**src/rtl/prf_pkg.sv**
```systemverilog
package prf_pkg;

    typedef enum logic [1:0] {
        CMD_SETA = 2'd0,
        CMD_STEP = 2'd1,
        CMD_ALU  = 2'd2,
        CMD_NOP  = 2'd3
    } cmd_e;

    typedef enum logic [1:0] {
        FN_ADD = 2'd0,
        FN_SUB = 2'd1,
        FN_AND = 2'd2,
        FN_OR  = 2'd3
    } fn_e;

endpackage

```
**src/rtl/prf_alu.sv**
```systemverilog
module prf_alu
    import prf_pkg::*;
#(
    parameter int DATA_W = 16
) (
    input  logic [1:0]        fn_i,
    input  logic [DATA_W-1:0] a_i,
    input  logic [DATA_W-1:0] b_i,
    output logic [DATA_W-1:0] y_o
);

    always_comb begin
        unique case (fn_e'(fn_i))
            FN_ADD:  y_o = a_i + b_i;
            FN_SUB:  y_o = a_i - b_i;
            FN_AND:  y_o = a_i & b_i;
            default: y_o = a_i | b_i;
        endcase
    end

endmodule

```
**src/rtl/prf_xfer.sv**
```systemverilog
module prf_xfer #(
    parameter int ADDR_W = 16,
    parameter int DATA_W = 16,
    parameter int IDX_W  = 3
) (
    input  logic              clk,
    input  logic              rst_n,
    input  logic              start_i,
    input  logic              start_we_i,
    input  logic [ADDR_W-1:0] start_addr_i,
    input  logic [DATA_W-1:0] start_data_i,
    input  logic [IDX_W-1:0]  start_idx_i,
    input  logic              mem_ready_i,
    output logic              mem_req_o,
    output logic              mem_we_o,
    output logic [ADDR_W-1:0] mem_addr_o,
    output logic [DATA_W-1:0] mem_wdata_o,
    output logic              done_o,
    output logic              done_we_o,
    output logic [IDX_W-1:0]  done_idx_o,
    output logic              busy_o
);

    typedef struct packed {
        logic              req;
        logic              we;
        logic [ADDR_W-1:0] addr;
        logic [DATA_W-1:0] data;
        logic [IDX_W-1:0]  idx;
    } xfer_t;

    xfer_t x_d, x_q;

    always_comb begin
        x_d = x_q;
        if (x_q.req && mem_ready_i) begin
            x_d.req = 1'b0;
        end
        if (start_i) begin
            x_d.req  = 1'b1;
            x_d.we   = start_we_i;
            x_d.addr = start_addr_i;
            x_d.data = start_data_i;
            x_d.idx  = start_idx_i;
        end
    end

    always_ff @(posedge clk) begin
        if (!rst_n) begin
            x_q <= '0;
        end else begin
            x_q <= x_d;
        end
    end

    assign mem_req_o   = x_q.req;
    assign mem_we_o    = x_q.we;
    assign mem_addr_o  = x_q.addr;
    assign mem_wdata_o = x_q.data;
    assign done_o      = x_q.req && mem_ready_i;
    assign done_we_o   = x_q.we;
    assign done_idx_o  = x_q.idx;
    assign busy_o      = x_q.req;

    assert_req_hold_R7: assert property (@(posedge clk) disable iff (!rst_n)
        (mem_req_o && !mem_ready_i) |=>
            (mem_req_o && $stable(mem_addr_o) && $stable(mem_we_o) && $stable(mem_wdata_o)));

    assert_start_idle_R6: assert property (@(posedge clk) disable iff (!rst_n)
        start_i |-> !mem_req_o);

endmodule

```
**src/rtl/paired_regfile.sv**
```systemverilog
module paired_regfile
    import prf_pkg::*;
#(
    parameter int DATA_W     = 16,
    parameter int ADDR_W     = 16,
    parameter int NREG       = 8,
    parameter int LOAD_COUNT = 6
) (
    input  logic                    clk,
    input  logic                    rst_n,
    input  logic                    cmd_valid,
    input  logic [1:0]              cmd_op,
    input  logic [1:0]              cmd_fn,
    input  logic [$clog2(NREG)-1:0] cmd_dst,
    input  logic [$clog2(NREG)-1:0] cmd_src_a,
    input  logic [$clog2(NREG)-1:0] cmd_src_b,
    input  logic [ADDR_W-1:0]       cmd_imm,
    output logic                    busy,
    output logic                    mem_req,
    output logic                    mem_we,
    output logic [ADDR_W-1:0]       mem_addr,
    output logic [DATA_W-1:0]       mem_wdata,
    input  logic                    mem_ready,
    input  logic [DATA_W-1:0]       mem_rdata,
    input  logic [$clog2(NREG)-1:0] rd_sel,
    output logic [ADDR_W-1:0]       rd_addr,
    output logic [DATA_W-1:0]       rd_opnd
);

    localparam int IDX_W = $clog2(NREG);

    typedef struct packed {
        logic [NREG-1:0][ADDR_W-1:0] areg;
        logic [NREG-1:0][DATA_W-1:0] oreg;
    } rf_t;

    rf_t rf_d, rf_q;

    logic              accept;
    logic              x_start;
    logic              x_start_we;
    logic [ADDR_W-1:0] x_start_addr;
    logic [DATA_W-1:0] x_start_data;
    logic              x_done;
    logic              x_done_we;
    logic [IDX_W-1:0]  x_done_idx;
    logic              x_busy;
    logic [DATA_W-1:0] alu_y;

    prf_alu #(.DATA_W(DATA_W)) u_alu (
        .fn_i (cmd_fn),
        .a_i  (rf_q.oreg[cmd_src_a]),
        .b_i  (rf_q.oreg[cmd_src_b]),
        .y_o  (alu_y)
    );

    prf_xfer #(.ADDR_W(ADDR_W), .DATA_W(DATA_W), .IDX_W(IDX_W)) u_xfer (
        .clk          (clk),
        .rst_n        (rst_n),
        .start_i      (x_start),
        .start_we_i   (x_start_we),
        .start_addr_i (x_start_addr),
        .start_data_i (x_start_data),
        .start_idx_i  (cmd_dst),
        .mem_ready_i  (mem_ready),
        .mem_req_o    (mem_req),
        .mem_we_o     (mem_we),
        .mem_addr_o   (mem_addr),
        .mem_wdata_o  (mem_wdata),
        .done_o       (x_done),
        .done_we_o    (x_done_we),
        .done_idx_o   (x_done_idx),
        .busy_o       (x_busy)
    );

    assign accept = cmd_valid && !x_busy;

    always_comb begin
        rf_d         = rf_q;
        x_start      = 1'b0;
        x_start_we   = (32'(cmd_dst) >= LOAD_COUNT);
        x_start_addr = (cmd_e'(cmd_op) == CMD_SETA) ? cmd_imm
                                                    : rf_q.areg[cmd_dst] + cmd_imm;
        x_start_data = rf_q.oreg[cmd_dst];

        if (x_done && !x_done_we) begin
            rf_d.oreg[x_done_idx] = mem_rdata;
        end

        if (accept) begin
            unique case (cmd_e'(cmd_op))
                CMD_SETA, CMD_STEP: begin
                    rf_d.areg[cmd_dst] = x_start_addr;
                    x_start            = 1'b1;
                end
                CMD_ALU: begin
                    rf_d.oreg[cmd_dst] = alu_y;
                end
                default: begin
                end
            endcase
        end
    end

    always_ff @(posedge clk) begin
        if (!rst_n) begin
            rf_q <= '0;
        end else begin
            rf_q <= rf_d;
        end
    end

    assign busy    = x_busy;
    assign rd_addr = rf_q.areg[rd_sel];
    assign rd_opnd = rf_q.oreg[rd_sel];

    assert_busy_after_addr_R6: assert property (@(posedge clk) disable iff (!rst_n)
        (accept && (cmd_op == 2'd0 || cmd_op == 2'd1)) |=> busy);

    assert_ignore_when_busy_R6: assert property (@(posedge clk) disable iff (!rst_n)
        (busy && !mem_ready) |=> $stable(rf_q));

    assert_load_lands_R2: assert property (@(posedge clk) disable iff (!rst_n)
        (mem_req && mem_ready && !mem_we) |=> (rf_q.oreg[$past(x_done_idx)] == $past(mem_rdata)));

    assert_alu_no_mem_R5: assert property (@(posedge clk) disable iff (!rst_n)
        (accept && cmd_op == 2'd2) |=> !mem_req);

    assert_nop_quiet_R9: assert property (@(posedge clk) disable iff (!rst_n)
        (!busy && (!cmd_valid || cmd_op == 2'd3)) |=> ($stable(rf_q) && !mem_req));

endmodule

```
**config.mk**
```make
export PLATFORM = sky130hd
export DESIGN_NAME = paired_regfile
export DESIGN_NICKNAME = d
export VERILOG_FILES = /design/src/rtl/prf_pkg.sv /design/src/rtl/prf_alu.sv /design/src/rtl/prf_xfer.sv /design/src/rtl/paired_regfile.sv
export SDC_FILE = /design/constraint.sdc
export NUM_CORES = 1
export LEC_CHECK = 0
export BUFFER_PORTS_ARGS = -buffer_cell sky130_fd_sc_hd__buf_4
export CAP_MARGIN = 30
export CORE_MARGIN = 3
export CORE_UTILIZATION = 60
export CTS_CLUSTER_DIAMETER = 200
export DETAILED_ROUTE_END_ITERATION = 7
export PLACE_DENSITY_LB_ADDON = 0.05
export SYNTH_ARGS = -nofsm -noshare
export SYNTH_HDL_FRONTEND = slang
export SYNTH_SLANG_ARGS = --single-unit
```
**constraint.sdc**
```tcl
create_clock -name clk -period 6.3 [get_ports clk]
set_input_delay 0.315 -clock clk [delete_from_list [all_inputs] [get_ports clk]]
set_output_delay 0.315 -clock clk [all_outputs]
set_load 0.02 [all_outputs]
```
# [Yosys cells after proc, flatten, opt, wreduce, memory -nomap -nowiden]
# Cells that the tools add are included.
# W data, S select, Z words.
[totals] regBits=293 in_bits=52 out_inout_bits=67 word_cells=78
[classes] n_addsub=3 order_cmp=8 n_eq_ne=4 mux=28 n_bitwise=2 reduce_logical=12
[op_table] cell="$bwmux W128" n=3
[op_table] cell="$mux W128" n=3
[op_table] cell="$bmux W16 S3" n=6
[op_table] cell="$mux W16" n=9
[op_table] cell="$demux W16 S3" n=2
[op_table] cell="$pmux W16 S3" n=1
[op_table] cell="$mux W37" n=1
[op_table] cell="$add A16 B16 Y16" n=2
[op_table] cell="$lt A3 B4 Y1 const B" n=5
[op_table] cell="$and A16 B16 Y16" n=1
[op_table] cell="$or A16 B16 Y16" n=1
[op_table] cell="$sub A16 B16 Y16" n=1
[op_table] cell="$ge A3 B1 Y1 const B" n=2
[op_table] cell="$logic_and A1 B1 Y1" n=5
[op_table] cell="$eq A2 B1 Y1 const B" n=2
[op_table] cell="$eq A2 B2 Y1 const B" n=2
[op_table] cell="$logic_not A2 Y1" n=2
[op_table] cell="$ge A3 B3 Y1 const B" n=1
[op_table] cell="$mux W1" n=3
[op_table] cell="$logic_not A1 Y1" n=2
[op_table] cell="$reduce_and A2 Y1" n=1
[op_table] cell="$reduce_bool A2 Y1" n=1
[op_table] cell="$reduce_or A2 Y1" n=1

# [Logic depth before layout (Yosys ltp)]
[logic_depth] ltp_word=9 mapped_depth=21 mapped_depth_nobuf=18

# [By module]
# Synthesis repeated with hierarchy kept, for this count alone.
[hier_totals] hier_cells=1999 area_unflattened_um2=19217.2
[modules_own_cells] mod="paired_regfile" instances=1 cells_per_inst=1668 area_each_um2=16313.1 seq_area_each_um2=5124.9
[modules_own_cells] mod="prf_alu" instances=1 cells_per_inst=210 area_each_um2=1460.2 seq_area_each_um2=0.0
[modules_own_cells] mod="prf_xfer" instances=1 cells_per_inst=121 area_each_um2=1443.9 seq_area_each_um2=740.7

# [Worst setup path before layout]
# Ideal clock, no wire load.
[synth_timing] path_type="input port to flip-flop" startpoint="in cmd_src_b[1]" endpoint="reg rf_q[127] (netlist name)" setup_ps=73 arrival_time_ps=4430 required_ps=6227 slack_ps=1797 stages=18 path_buffers=2 cell_sequence="buf_6 buf_6 mux4_2 mux2i_2 ha_1 nand3_1 o31ai_1 xnor2_1 ha_1 and2_1 a221o_1 a211oi_1 o31a_1 o21ai_1 a221oi_1 a211oi_1 a211o_2 o22ai_2"
[synth_between] elab_chain_len=7 word_cells_on_any_way=10 cone_classes="add/sub: 2; mux: 6; bitwise: 2"
[synth_rtl] element="from (decl)" line="paired_regfile.sv:16" rtl="input logic [$clog2(NREG)-1:0] cmd_src_b,"
[synth_rtl] element="$bmux W16 S3 (*)" line="paired_regfile.sv:53" rtl=".b_i (rf_q.oreg[cmd_src_b]),"
[synth_rtl] element="$mux W16 (not written as such) (*)" line="paired_regfile.sv:53"
[synth_rtl] element="$sub A16 B16 Y16, or another cell as far along" line="prf_alu.sv:15" rtl="FN_SUB: y_o = a_i - b_i;"
[synth_rtl] element="$pmux W16 S3 (*)" line="prf_alu.sv:13" rtl="unique case (fn_e'(fn_i))"
[synth_rtl] element="$bwmux W128 (*)" line="paired_regfile.sv:97" rtl="rf_d.oreg[cmd_dst] = alu_y;"
[synth_rtl] element="$mux W128 (*)" line="paired_regfile.sv:91" rtl="unique case (cmd_e'(cmd_op))"
[synth_rtl] element="$mux W128 (*)" line="paired_regfile.sv:90" rtl="if (accept) begin"
[synth_rtl] element="to (signal assigned)" line="paired_regfile.sv:109" rtl="rf_q <= rf_d;"
[synth_rtl] element="to (decl)" line="paired_regfile.sv:37" rtl="rf_t rf_d, rf_q;"
# Mark *: on every way between the ends. The rest lies on a longest branch, timed or not. The select of a mux whose other input is x is not followed.
# A chain may end at the register's enable or synchronous reset.

# [Worst setup path in the final report]
[layout_timing] startpoint="reg rf_q[17] (netlist name)" endpoint="reg rf_q[79] (netlist name)"
[layout_between] elab_chain_len=7 word_cells_on_any_way=10 cone_classes="add/sub: 2; mux: 8"
[layout_rtl] element="$bmux W16 S3, on equally long branches" line="paired_regfile.sv:52, paired_regfile.sv:53"
[layout_rtl] element="$mux W16, on equally long branches" line="paired_regfile.sv:52, paired_regfile.sv:53"
[layout_rtl] element="$sub A16 B16 Y16 or $add A16 B16 Y16 (tied branches)" line="prf_alu.sv:15, prf_alu.sv:14"
[layout_rtl] element="$pmux W16 S3 (*)" line="prf_alu.sv:13"
[layout_rtl] element="$bwmux W128 (*)" line="paired_regfile.sv:97"
[layout_rtl] element="$mux W128 (*)" line="paired_regfile.sv:91"
[layout_rtl] element="$mux W128 (*)" line="paired_regfile.sv:90"
# Marked as above.

==> impl_metrics.json <==
{
  "run_status": "complete, no violations",
  "drtAntennaViolNets": 0,
  "timing.critical_path.arrival_ns": 5.47,
  "share_clk_of_total_power_pct": 43.6,
  "post-route-period-util_pct": 79.61,
  "p_int_mw": 3.501,
  "tritoncts": "built",
  "sequential_cell_area_um2": 5866,
  "crit_path_cell_trace": "mux4_2 -> mux2i_1 -> ha_1 -> nand3_1 -> o31ai_1 -> xnor2_1 -> ha_1 -> and2_1 -> a221o_1 -> a211oi_1 -> o31a_1 -> o21ai_1 -> a221oi_1 -> a211oi_1 -> a211o_2 -> o22ai_2",
  "number_of_fill_cells": 2553,
  "unrepaired_setup_endpoints_after_global_routing": "no",
  "finalHoldViolCount": 0,
  "final_cells": 2441,
  "cts_buffers": 35,
  "final_net_count": 2100,
  "number_of_i_o_pins": 119,
  "synth_area_um2": 19390,
  "critPathTopFamily": "compound AO/OA/AOI/OAI gates",
  "globalRoute.totalOverflow": 0,
  "crit_path_end_kind": "flop",
  "firstDrtPassIters": 6,
  "detail_route.wirelength_um": 64490,
  "initial_utilization_pct": 61.14,
  "fp.dieH_um": 185.8,
  "floorplan.rows": 65,
  "multi_input_gate_area_in_the_final_layout_um2": 12740,
  "via_per_inst": 7.085,
  "timing.fmax_mhz": 199.4,
  "routed_wire_length_per_instance_um": 26.42,
  "initial_antenna_violation_count": 2,
  "number_of_synthesized_flops_with_an_enable_pin": 0,
  "clock_sink_count": 293,
  "p_switching_mw": 1.411,
  "place.port_buffers": 118,
  "cp_slowest_stage_delay_ns": 0.46,
  "power.density_cell_area_nw_per_um2": 226.3,
  "drc_errors": 0,
  "power.share.switching_pct": 28.73,
  "ys.warnings.count": 0,
  "whs_ns": 0.1030,
  "slew-limit-headroom_pct": 29.26,
  "place_congestion": 0.9666,
  "worst-endpoint-required_ns": 6.75,
  "area_growth_syn_to_fin_pct": 11.94,
  "maxSlewViolCount": 0,
  "vdd.ir_drop.worst_v": 0.0002402,
  "cts_root_buf": "sky130_fd_sc_hd__clkbuf_16",
  "grt_pass1_wl_um": 98740,
  "fin_worst_skew_ns": 0.01324,
  "cts.repair.resized": 0,
  "final_core_area_utilization_pct": 68.44,
  "comb_power_share_pct": 17.0,
  "cap_violations": 0,
  "proportion_of_synthesized_chip_area_in_sequential_cells_pct": 30.25,
  "insertedDiodeCount": 0,
  "number_of_distinct_library_cell_variants_in_the_gate_level_netlist_after_synthesis": 67,
  "place.detailed.instances": 2377,
  "cts.hold.buffers_added": 0,
  "cp_max_fo": 8,
  "setup_violation_total_in_the_final_timing_report": 0,
  "dp.final_hpwl_um": 40460,
  "sort_of_element_at_the_start_of_the_critical_path": "flop",
  "synth.avg_cell_area_um2": 9.677,
  "clk_transition_reported_paths_ns": 0.06,
  "core_ar_um2": 31720,
  "crit_buf_inv": 0,
  "clk_path_buf_depth": 3,
  "synthCells": 2004,
  "drt_first_iter_violations": 1996,
  "timing.final.crit_period_ns": 5.016,
  "grt_start_max_net_pins": 158,
  "total_track_usage_pct": 36.91,
  "total_number_of_h_tree_levels": 2,
  "synth_seq_cells": 293,
  "die-area_um2": 34520,
  "drive_gt1_share_pct": 22.95,
  "cts_post_setup_buffers_inserted": 0,
  "worst_setup_path_type": "flop to flop",
  "post_synth_net_total": 2091,
  "crit_path_top_delay_cell": "sky130_fd_sc_hd__mux4_2",
  "power.leakage_nw": 11.12,
  "worst_hold_path_type": "input pin to flop",
  "clk-insertion-delay-late_ns": 0.52,
  "num_vias": 17290,
  "setup_tns_ns": 0,
  "async_reset_ff_share_pct": 0,
  "ys.flop_type": "sky130_fd_sc_hd__dfxtp_1",
  "horizontal_die_dimension_um": 185.8,
  "tightestPinTransition_ns": 1.059,
  "grt_pass1_vias": 16870,
  "power.sequential.fraction_pct": 39.5
}
tightest hold or removal path, cell delays in order:
cell and delay [ns]:
sky130_fd_sc_hd__buf_4 0.09, sky130_fd_sc_hd__nand2b_1 0.08, sky130_fd_sc_hd__a21boi_0 0.08
metal layers:
metal	part of all wire (%)	GRT usage [%]	vias up
met5	0.042	0	-
met4	5.2	18.23	4
met3	9.8	7.426	223
met2	47	60.71	1015
met1	38	46.56	8467
li1	-	-	7585
kinds of logic after synthesis:
logic type | count (synthesis) | share of synthesized area [%]
buf+inv | 216 | 4.316
fa+ha+maj | 40 | 2.594
mux | 361 | 27.88
compound gates | 537 | 21.46
xor+xnor | 35 | 1.581
flops | 293 | 30.25
simple gates | 522 | 11.92
power by group through the flow:
stage / Combinational (mW) / Clock [mW] / Sequential [mW]
after floorplan: 0.549 / 0 / 1.98
after global placement: 0.800 / 0 / 1.98
after detailed placement: 0.814 / 0 / 1.98
after CTS: 0.818 / 2.15 / 1.94
after global routing: 0.891 / 2.23 / 1.94
final: 0.833 / 2.14 / 1.94
per-stage QoR:
stage	total power [mW]	area, um2	setup slack (ns)
floorplan	2.532	19390	1.797
global placement	2.775	20430	1.180
detailed placement	2.792	20470	0.9898
CTS	4.904	21680	1.391
global route	5.060	21710	0.9795
finish	4.912	21710	1.284
Yosys cell counts (14+ instances only):
cell                       instances  area [um2]
sky130_fd_sc_hd__a21oi_1          80       400.4
sky130_fd_sc_hd__a221oi_1         15       131.4
sky130_fd_sc_hd__a22oi_1          65       488.0
sky130_fd_sc_hd__and3_1           28       175.2
sky130_fd_sc_hd__buf_1            23       86.33
sky130_fd_sc_hd__clkbuf_1        167       626.9
sky130_fd_sc_hd__dfxtp_1         293        5866
sky130_fd_sc_hd__ha_1             33       412.9
sky130_fd_sc_hd__inv_1            18       67.56
sky130_fd_sc_hd__mux2_2           71       799.5
sky130_fd_sc_hd__mux2i_1         151        1511
sky130_fd_sc_hd__mux4_2          134        3018
sky130_fd_sc_hd__nand2_1         332        1246
sky130_fd_sc_hd__nand3_1          25       125.1
sky130_fd_sc_hd__nand4_1          14       87.58
sky130_fd_sc_hd__nor2_1           48       180.2
sky130_fd_sc_hd__o211a_1         202        2022
sky130_fd_sc_hd__o21ai_0          79       395.4
sky130_fd_sc_hd__o21ai_1          28       140.1
sky130_fd_sc_hd__xnor2_1          22       192.7
flip-flops by register name, indices dropped and copies added, names as in the netlist:
name and flops:
rf_q 256, u_xfer.busy_o 1, u_xfer.done_we_o 1, u_xfer.done_idx_o 3, u_xfer.mem_wdata_o 16, u_xfer.mem_addr_o 16
cells in the final DEF, fill, tap and decap left out, drive strengths merged, types with 7 or more instances in the layout:
master / synthesis / layout
a21boi: 9 / 9
a21oi: 80 / 80
a221oi: 15 / 15
a22o: 7 / 7
a22oi: 65 / 65
and2: 12 / 12
and3: 28 / 28
buf: 30 / 168
clkbuf: 167 / 53
dfxtp: 293 / 293
ha: 33 / 33
inv: 19 / 21
mux2: 71 / 71
mux2i: 156 / 156
mux4: 134 / 134
nand2: 332 / 332
nand3: 26 / 26
nand4: 14 / 14
nor2: 48 / 48
nor2b: 10 / 10
nor3: 13 / 13
o211a: 202 / 202
o21ai: 107 / 107
o22ai: 9 / 9
or3: 10 / 10
xnor2: 22 / 22
xor2: 13 / 13
layout make-up:
type	instances	share of cell area, %
multi-input combinational	1495	58.69
sequential	293	27.02
timing repair buffer	169	6.046
clock buffer	52	4.882
tap	402	2.317
clock inverter	11	0.7147
inverter	19	0.3285
path summary, 6_finish.rpt:
kind,from,endpoint,slack (ns),cells after the start
worst max-delay path,rf_q[17],rf_q[79],1.28,16
worst min-delay path,mem_ready,u_xfer.busy_o,0.10,3
worst max register to register,rf_q[17],rf_q[79],1.28,16
worst min register to register,u_xfer.mem_addr_o[14],u_xfer.mem_addr_o[14],0.47,2
Power figures use the tool's default switching activity.
